==> src/rtl/dec_pkg.sv <==
package dec_pkg;
  localparam int DATA_W = 32;
  localparam int IDX_W  = 4;
  localparam int CAUSE_W = 16;
  localparam logic [CAUSE_W-1:0] CAUSE_KEEP = 16'hC0FF;

  typedef enum logic [IDX_W-1:0] {
    IDX_SUMMARY  = 4'd0,
    IDX_FLAG_HI  = 4'd1,
    IDX_FLAG_LO  = 4'd2,
    IDX_EN_HI    = 4'd3,
    IDX_EN_LO    = 4'd4,
    IDX_CLR_FLAG = 4'd5,
    IDX_SET_EN   = 4'd6,
    IDX_CLR_EN   = 4'd7
  } reg_idx_e;
endpackage

==> src/rtl/err_flag_bank.sv <==
module err_flag_bank #(
  parameter int CHAN_W = 6,
  localparam int NCH = 1 << CHAN_W
) (
  input  logic              clk,
  input  logic              rst_n,
  input  logic              set_i,
  input  logic [CHAN_W-1:0] set_ch_i,
  input  logic              clr_one_i,
  input  logic [CHAN_W-1:0] clr_ch_i,
  input  logic [NCH-1:0]    clr_mask_i,
  output logic [NCH-1:0]    flags_o,
  output logic              others_o,
  output logic              any_next_o
);
  logic [NCH-1:0] flags_q, flags_d, clr_vec, set_vec, kept;

  always_comb begin
    clr_vec = clr_mask_i;
    if (clr_one_i) clr_vec[clr_ch_i] = 1'b1;
    set_vec = '0;
    if (set_i) set_vec[set_ch_i] = 1'b1;
    kept    = flags_q & ~clr_vec;
    flags_d = kept | set_vec;
  end

  always_ff @(posedge clk or negedge rst_n) begin
    if (!rst_n) flags_q <= '0;
    else        flags_q <= flags_d;
  end

  assign flags_o    = flags_q;
  assign others_o   = |kept;
  assign any_next_o = |flags_d;


  fault_sets_flag_chk: assert property (@(posedge clk) disable iff (!rst_n)
    set_i |=> flags_q[$past(set_ch_i)]);

  byte_clear_chk: assert property (@(posedge clk) disable iff (!rst_n)
    (clr_one_i && !(set_i && set_ch_i == clr_ch_i)) |=> !flags_q[$past(clr_ch_i)]);
endmodule

==> src/rtl/err_enable_bank.sv <==
module err_enable_bank #(
  parameter int CHAN_W = 6,
  localparam int NCH = 1 << CHAN_W
) (
  input  logic              clk,
  input  logic              rst_n,
  input  logic              set_i,
  input  logic              clr_i,
  input  logic [CHAN_W-1:0] ch_i,
  output logic [NCH-1:0]    en_o
);
  logic [NCH-1:0] en_q, en_d, hit;

  for (genvar g = 0; g < NCH; g++) begin : g_ch
    assign hit[g] = (ch_i == CHAN_W'(g));
    always_comb begin
      en_d[g] = en_q[g];
      if (hit[g] && set_i)      en_d[g] = 1'b1;
      else if (hit[g] && clr_i) en_d[g] = 1'b0;
    end
  end

  always_ff @(posedge clk or negedge rst_n) begin
    if (!rst_n) en_q <= '0;
    else        en_q <= en_d;
  end

  assign en_o = en_q;


  set_enable_chk: assert property (@(posedge clk) disable iff (!rst_n)
    set_i |=> en_q[$past(ch_i)]);

  clr_enable_chk: assert property (@(posedge clk) disable iff (!rst_n)
    (clr_i && !set_i) |=> !en_q[$past(ch_i)]);
endmodule

==> src/rtl/err_summary.sv <==
module err_summary
  import dec_pkg::*;
#(
  parameter int CHAN_W = 6
) (
  input  logic               clk,
  input  logic               rst_n,
  input  logic               fault_i,
  input  logic [CHAN_W-1:0]  ch_i,
  input  logic [CAUSE_W-1:0] cause_i,
  input  logic               others_i,
  input  logic               any_next_i,
  output logic               valid_o,
  output logic [DATA_W-1:0]  word_o
);
  logic               valid_q;
  logic [CHAN_W-1:0]  ch_q, ch_d;
  logic [CAUSE_W-1:0] cause_q, cause_d;
  logic               take;

  always_comb begin
    take    = fault_i && !others_i;
    ch_d    = ch_q;
    cause_d = cause_q;
    if (take) begin
      ch_d    = ch_i;
      cause_d = cause_i & CAUSE_KEEP;
    end
  end

  always_ff @(posedge clk or negedge rst_n) begin
    if (!rst_n) begin
      valid_q <= 1'b0;
      ch_q    <= '0;
      cause_q <= '0;
    end else begin
      valid_q <= any_next_i;
      if (take) begin
        ch_q    <= ch_d;
        cause_q <= cause_d;
      end
    end
  end

  always_comb begin
    word_o = '0;
    if (valid_q) begin
      word_o[31]          = 1'b1;
      word_o[15:14]       = cause_q[15:14];
      word_o[8 +: CHAN_W] = ch_q;
      word_o[7:0]         = cause_q[7:0];
    end
  end

  assign valid_o = valid_q;


  first_capture_chk: assert property (@(posedge clk) disable iff (!rst_n)
    (fault_i && !others_i) |=> (valid_q && ch_q == $past(ch_i)));

  summary_hold_chk: assert property (@(posedge clk) disable iff (!rst_n)
    (fault_i && others_i) |=> (valid_q && $stable(ch_q) && $stable(cause_q)));
endmodule

==> src/rtl/dma_err_capture.sv <==
module dma_err_capture
  import dec_pkg::*;
#(
  parameter int CHAN_W = 6,
  localparam int NCH   = 1 << CHAN_W,
  localparam int NWORD = NCH / DATA_W
) (
  input  logic               clk,
  input  logic               rst_n,
  input  logic               fault_vld_i,
  input  logic [CHAN_W-1:0]  fault_ch_i,
  input  logic [CAUSE_W-1:0] fault_cause_i,
  input  logic               reg_wr_i,
  input  logic [IDX_W-1:0]   reg_idx_i,
  input  logic [DATA_W-1:0]  reg_wdata_i,
  output logic [DATA_W-1:0]  reg_rdata_o,
  output logic               err_irq_o
);
  logic [NCH-1:0]    flags, en, clr_mask;
  logic [DATA_W-1:0] flag_w [NWORD];
  logic [DATA_W-1:0] en_w   [NWORD];
  logic [DATA_W-1:0] sum_word;
  logic              others, any_next, sum_valid;
  logic              wr_clr_flag, wr_set_en, wr_clr_en, wr_flag_hi, wr_flag_lo;
  logic [CHAN_W-1:0] cmd_ch;

  assign cmd_ch      = reg_wdata_i[CHAN_W-1:0];
  assign wr_clr_flag = reg_wr_i && (reg_idx_i == IDX_CLR_FLAG);
  assign wr_set_en   = reg_wr_i && (reg_idx_i == IDX_SET_EN);
  assign wr_clr_en   = reg_wr_i && (reg_idx_i == IDX_CLR_EN);
  assign wr_flag_hi  = reg_wr_i && (reg_idx_i == IDX_FLAG_HI);
  assign wr_flag_lo  = reg_wr_i && (reg_idx_i == IDX_FLAG_LO);

  for (genvar w = 0; w < NWORD; w++) begin : g_word
    assign flag_w[w] = flags[w*DATA_W +: DATA_W];
    assign en_w[w]   = en[w*DATA_W +: DATA_W];
    if (w == NWORD - 1) begin : g_hi
      assign clr_mask[w*DATA_W +: DATA_W] = wr_flag_hi ? reg_wdata_i : '0;
    end else begin : g_lo
      assign clr_mask[w*DATA_W +: DATA_W] = (wr_flag_lo && w == 0) ? reg_wdata_i : '0;
    end
  end

  err_flag_bank #(.CHAN_W(CHAN_W)) u_flags (
    .clk        (clk),
    .rst_n      (rst_n),
    .set_i      (fault_vld_i),
    .set_ch_i   (fault_ch_i),
    .clr_one_i  (wr_clr_flag),
    .clr_ch_i   (cmd_ch),
    .clr_mask_i (clr_mask),
    .flags_o    (flags),
    .others_o   (others),
    .any_next_o (any_next)
  );

  err_enable_bank #(.CHAN_W(CHAN_W)) u_enables (
    .clk   (clk),
    .rst_n (rst_n),
    .set_i (wr_set_en),
    .clr_i (wr_clr_en),
    .ch_i  (cmd_ch),
    .en_o  (en)
  );

  err_summary #(.CHAN_W(CHAN_W)) u_summary (
    .clk        (clk),
    .rst_n      (rst_n),
    .fault_i    (fault_vld_i),
    .ch_i       (fault_ch_i),
    .cause_i    (fault_cause_i),
    .others_i   (others),
    .any_next_i (any_next),
    .valid_o    (sum_valid),
    .word_o     (sum_word)
  );

  always_comb begin
    reg_rdata_o = '0;
    case (reg_idx_i)
      IDX_SUMMARY: reg_rdata_o = sum_word;
      IDX_FLAG_HI: reg_rdata_o = flag_w[NWORD-1];
      IDX_FLAG_LO: reg_rdata_o = flag_w[0];
      IDX_EN_HI:   reg_rdata_o = en_w[NWORD-1];
      IDX_EN_LO:   reg_rdata_o = en_w[0];
      default:     reg_rdata_o = '0;
    endcase
  end

  assign err_irq_o = |(flags & en);


  valid_tracks_flags_chk: assert property (@(posedge clk) disable iff (!rst_n)
    sum_valid == (|flags));

  irq_needs_enable_chk: assert property (@(posedge clk) disable iff (!rst_n)
    (en == '0) |-> !err_irq_o);
endmodule

==> config.mk <==
export PLATFORM = sky130hd
export DESIGN_NAME = dma_err_capture
export DESIGN_NICKNAME = d
export VERILOG_FILES = /design/src/rtl/dec_pkg.sv /design/src/rtl/err_flag_bank.sv /design/src/rtl/err_enable_bank.sv /design/src/rtl/err_summary.sv /design/src/rtl/dma_err_capture.sv
export SDC_FILE = /design/constraint.sdc
export NUM_CORES = 1
export LEC_CHECK = 0
export BUFFER_PORTS_ARGS = -buffer_cell sky130_fd_sc_hd__clkbuf_2
export CORE_MARGIN = 1.5
export CORE_UTILIZATION = 38
export DETAILED_ROUTE_END_ITERATION = 10
export PLACE_DENSITY_LB_ADDON = 0.3
export SYNTH_ARGS = -nofsm -noshare
export SYNTH_HDL_FRONTEND = slang
export SYNTH_SLANG_ARGS = --single-unit
==> constraint.sdc <==
create_clock -name clk -period 3.73 [get_ports clk]
set_clock_uncertainty 0.1 [all_clocks]
set_input_delay 0.5595 -clock clk [delete_from_list [all_inputs] [get_ports clk]]
set_output_delay 0.5595 -clock clk [all_outputs]
set_load 0.01 [all_outputs]
# Word-level counts from Yosys, hierarchy flattened

Index checks and enable logic that the tools add are counted.

Bits in registers: 145
Input port bits: 62
Output and inout bits: 33

Order comparisons: 4
Equality and inequality tests: 70
Muxes and demuxes: 139
Bitwise gates (word level): 5
Reduce and logical (&&, ||, !) cells: 206

Operator list:

| kind                                                              | number |
|---|---|
| == test 6 bit, second input constant                              | 32 |
| OR reduction 64 bit                                               | 3 |
| case mux 32 bit (5 select lines)                                  | 1 |
| logical AND 1 bit                                                 | 136 |
| 2-to-1 mux 1 bit                                                  | 131 |
| bitwise AND 64 bit                                                | 2 |
| 2-to-1 mux 64 bit                                                 | 2 |
| OR 64 bit                                                         | 2 |
| nonzero test 2 bit                                                | 64 |
| == test 6 x 5 -> 1 bit, second input constant                     | 16 |
| 2-to-1 mux 32 bit                                                 | 2 |
| NOT 64 bit                                                        | 1 |
| == test 6 x 4 -> 1 bit, second input constant                     | 8 |
| == test 6 x 3 -> 1 bit, second input constant                     | 4 |
| == test 4 x 3 -> 1 bit, second input constant                     | 4 |
| 2-to-1 mux 16 bit                                                 | 1 |
| less-than comparator 6 x 7 -> 1 bit, second input constant        | 2 |
| demux 1 bit (select 6 bit)                                        | 2 |
| == test 6 x 2 -> 1 bit, second input constant                     | 2 |
| greater-or-equal comparator 6 x 1 -> 1 bit, second input constant | 2 |
| == test 4 x 2 -> 1 bit, second input constant                     | 2 |
| == test 6 x 1 -> 1 bit, second input constant                     | 1 |
| zero test 6 bit                                                   | 1 |
| == test 4 x 1 -> 1 bit, second input constant                     | 1 |
| 2 further kinds                                                   | 2 |

# Logic depth before layout (Yosys ltp)

Word-level depth: 11
Gate-level depth with buffers: 11
Mapped depth without buffers: 7

# Cells and area by module

Synthesis repeated with hierarchy kept, for this count alone.

Cells, all modules: 883
Area total of the unflattened synthesis: 8323.0 um^2

By module, submodules not included:

| module          | instances | cells an instance | area an instance (um^2) |
|---|---|---|---|
| err_flag_bank   | 1         | 343               | 3230.6 |
| err_enable_bank | 1         | 233               | 2536.2 |
| dma_err_capture | 1         | 237               | 1640.3 |
| err_summary     | 1         | 70                | 915.9 |

# Worst setup path before layout

Ideal clock, no wire load.

Path type: in2reg
From: in reg_idx_i[2]
To: reg u_summary.cause_q[14]
Setup time: 125 ps
Arrival: 3296 ps
Data required time: 3505 ps
Path slack: 209 ps
Cell stages on the path: 9
Buffers on the path: 2
Cells stage by stage: buf_2 -> or4b_4 -> o21ai_1 -> nor2_1 -> or4_1 -> or4_4 -> nor4_4 -> buf_6 -> mux2_4

Word-level cells in the longest chain between the ends: 10

RTL lines:

| element                                                          | line                                         | RTL |
|---|---|---|
| start, declared                                                  | dma_err_capture.sv:14                        | `input logic [IDX_W-1:0] reg_idx_i,` |
| == test 4 x 2 -> 1 bit or == test 4 x 1 -> 1 bit (tied branches) | dma_err_capture.sv:32, dma_err_capture.sv:31 |  |
| logical AND 1 bit (on tied branches)                             | dma_err_capture.sv:32, dma_err_capture.sv:31 |  |
| 2-to-1 mux 32 bit (on tied branches)                             | dma_err_capture.sv:40, dma_err_capture.sv:38 |  |
| OR 64 bit (no source line)                                       | n/a                                          |  |
| 2-to-1 mux 64 bit (*)                                            | err_flag_bank.sv:20                          | `if (clr_one_i) clr_vec[clr_ch_i] = 1'b1;` |
| NOT 64 bit (*)                                                   | err_flag_bank.sv:23                          | `kept = flags_q & ~clr_vec;` |
| bitwise AND 64 bit (*)                                           | err_flag_bank.sv:23                          |  |
| OR reduction 64 bit (*)                                          | err_flag_bank.sv:33                          | `assign others_o = \|kept;` |
| zero test 1 bit (*)                                              | err_summary.sv:22                            | `take = fault_i && !others_i;` |
| logical AND 1 bit (*)                                            | err_summary.sv:22                            |  |
| end signal, assigned                                             | err_summary.sv:40                            | `cause_q <= cause_d;` |
| end, declared                                                    | err_summary.sv:18                            | `logic [CAUSE_W-1:0] cause_q, cause_d;` |

Mark *: on every way between the ends. The rest lies on a longest branch, timed or not.
A chain may end at the register's enable or synchronous reset.

# Final worst setup path

From: in reg_idx_i[3]
To: reg u_summary.cause_q[3]

Same word-level chain as after synthesis.

==> metrics <==
status=completed; WHS=39.9 ps; CTS tree=done; drt first pass iters=5; endpoints failing setup=0; worst slew pin tran=1040 ps; Worst Hold Class=input port to asynchronous set/reset pin; die height=154 µm; Worst-Skew Late Latency=430 ps; data required time of the worst path=3950 ps; chip width=154 µm; CTS Buf Count=17; relative slew slack=0.298; CP Max Fanout=16; cells after synthesis=979; cell class contributing the biggest share of worst-path delay=simple AND/OR/NAND/NOR gates; Post-synth top flop=dfrtp_1; cell with the most instances after synthesis=o21ai_0; Routed WL=40.5 mm; post-route minimum period=3410 ps; async set or reset register ratio after synthesis=1.00; maxcap violations=0; remaining antenna violation count=0; synth-to-layout area growth=21.5%; synth warn=0; Bufs on Longest Clock Path=2; vias in the first global route=9044; die area=0.0237 mm²; Netlist cell types=65; DRT iter0 DRCs=1293; H-tree Lvls=4; # hold bufs at CTS=0; Tcrit/Tclk final=0.913; DRC=0; final hold violations=0; layout cell share with drive strength beyond 1=0.228; CP most frequent cell=buf_4; global-route wire length before repair=59.9 mm; metal2 WL=17.5 mm; Fillers=2189; Synth top area share=0.419; port buffer count=88; PwrDens=484 mW/mm²; CP bufs+invs=5; Max Slew Vio Count=0; Post-synth top cells=156 x o21ai_0, 145 x dfrtp_1, 130 x nand2_1, 66 x clkbuf_1, 63 x a22oi_1; CP cell instances=clkbuf_2 -> buf_4 -> nor4b_2 -> buf_4 -> nand3_1 -> and3_1 -> nor4_1 -> buf_4 -> nand4_1 -> nor4_4 -> buf_12 -> mux2_2; core box area=0.0225 mm²; Placer Congestion=1.06; sequential area share after synthesis=0.419; largest net degree at the start of global routing=71; number of synthesized flops with an enable pin=0; synth top area cells=dfrtp_1 42%, o21ai_0 9.0%, nand2_1 5.6%, a22oi_1 5.5%, nand3_1 3.4%; met1 WL=15.8 mm; R2R setup slack=950 ps; cell area after placement=0.00987 mm²; GRT Resource Usage Total=0.346; CP arrival=3630 ps; met3 WL post-DR=5.07 mm; Leakage=4.48 nW; CTS root buffer=clkbuf_16; HPWL Detailed=30.4 mm; Max Freq=294 MHz; clock sink count=145; starting density of the core=0.385; CP max stage cell=nor4_1; GRT Residual Overflow=0; Max IR drop VDD=0.252 mV; average size of a mapped cell=8.84 µm²; Wirelength per Cell=29.2 µm; post-cts sizing count=0; worst reg-to-reg path cell count=7; Setup Fix Bufs, Post-CTS=0; DR vias=9459; Via density=6.83; r2r endpoint=u_summary.cause_q[3]$_DFFE_PN0P_; syn_nets=1041; RSZ-0062 raised after global routing=no; Final Cell Area=0.0105 mm²; CTS clk-pin slew, worst paths=70 ps; top layer in use=met4; kind of critical path=input port to register; Startpoint Class=input port; largest area contributor in the synthesized netlist=dfrtp_1; initial antenna violation count=0; # diodes=0; r2r startpoint=u_flags.flags_o[11]$_DFF_PN0_; fin nets=1148; post-synth design cell area=0.00866 mm²; Critical Path Max Stage Delay=540 ps; Synth Register Bits=145; row count=55; Worst setup EP type=register; Top Ports=95
==> cell usage in the layout, fill, tap and decap left out, types with 19 or more instances in the layout <==
cell        n
nor2_1     24
nor4_1     33
nand4_1    25
nand2_1   130
buf_4      80
dfrtp_1   145
a22oi_1    63
nand3_1    57
clkbuf_2   87
o22ai_1    33
a22o_1     19
o21ai_0   156
==> through the flow <==
step,utilization,total power [W],setup TNS [ps],instances,worst slack (ps)
2_1_floorplan,-,0.00251,0,979,209
3_3_place_gp,0.438,0.00311,-112,1352,-19.7
3_5_place_dp,0.438,0.00311,-21.0,1352,-7.41
4_1_cts,0.468,0.00504,0,1384,422
5_1_grt,0.468,0.00523,0,1384,298
6_report,0.468,0.00510,0,1384,324
==> sequential cells by signal, indices dropped and copies added, names as in the netlist <==
| name | count |
|---|---|
| u_summary.cause_q | 10 |
| u_flags.flags_o | 64 |
| u_summary.ch_q | 6 |
| u_summary.valid_o | 1 |
| u_enables.en_o | 64 |
==> report_power, final <==
group,leakage (nW),switching (W),internal (W),total (W)
logic,2.23,0.000583,0.000423,0.00101
registers,1.92,0.000352,0.00179,0.00214
clock network,0.319,0.000751,0.00120,0.00195
total,4.48,0.00169,0.00341,0.00510
==> worst register-to-register path, cell delays in order (launching register included) <==
cell and delay [ps]:
dfrtp_1 480, o21ai_1 160, nor2_1 100, or4_1 500
or4_4 540, nor4_4 220, buf_12 210, mux2_2 360
==> per-layer routing <==
| metal | up-vias | global-route usage |
|---|---|---|
| met5 | - | 0 |
| met4 | 0 | 0.160 |
| met3 | 138 | 0.0944 |
| met2 | 702 | 0.516 |
| met1 | 4600 | 0.466 |
| li1 | 4019 | - |
==> layout make-up <==
cell class | instances | area (µm²) | share of cell area
timing repair buffer | 175 | 1190 | 0.113
tap | 285 | 357 | 0.0339
clock inverter | 15 | 229 | 0.0218
clock buffer | 17 | 425 | 0.0404
sequential | 145 | 3630 | 0.345
multi-input combinational | 742 | 4680 | 0.444
inverter | 5 | 18.8 | 0.00178
==> cells by family after synthesis <==
group | share of synthesized area
simple gates | 0.245
compound gates | 0.267
flops | 0.419
buf+inv | 0.0442
mux | 0.0251
==> how the worst max path moves through the flow <==
stage	from	endpoint	cells after the start	slack, ps
finish	reg_idx_i[3]	u_summary.cause_q[3]$_DFFE_PN0P_	12	320
detailed placement	reg_idx_i[3]	u_summary.cause_q[3]$_DFFE_PN0P_	12	-7
CTS	reg_idx_i[3]	u_summary.cause_q[0]$_DFFE_PN0P_	12	420
floorplan	reg_idx_i[2]	u_summary.cause_q[14]$_DFFE_PN0P_	9	210
global placement	reg_idx_i[3]	u_summary.cause_q[0]$_DFFE_PN0P_	12	-20
global route	reg_idx_i[1]	u_summary.cause_q[2]$_DFFE_PN0P_	10	300
Note: power is estimated with default switching activity, not from simulation.
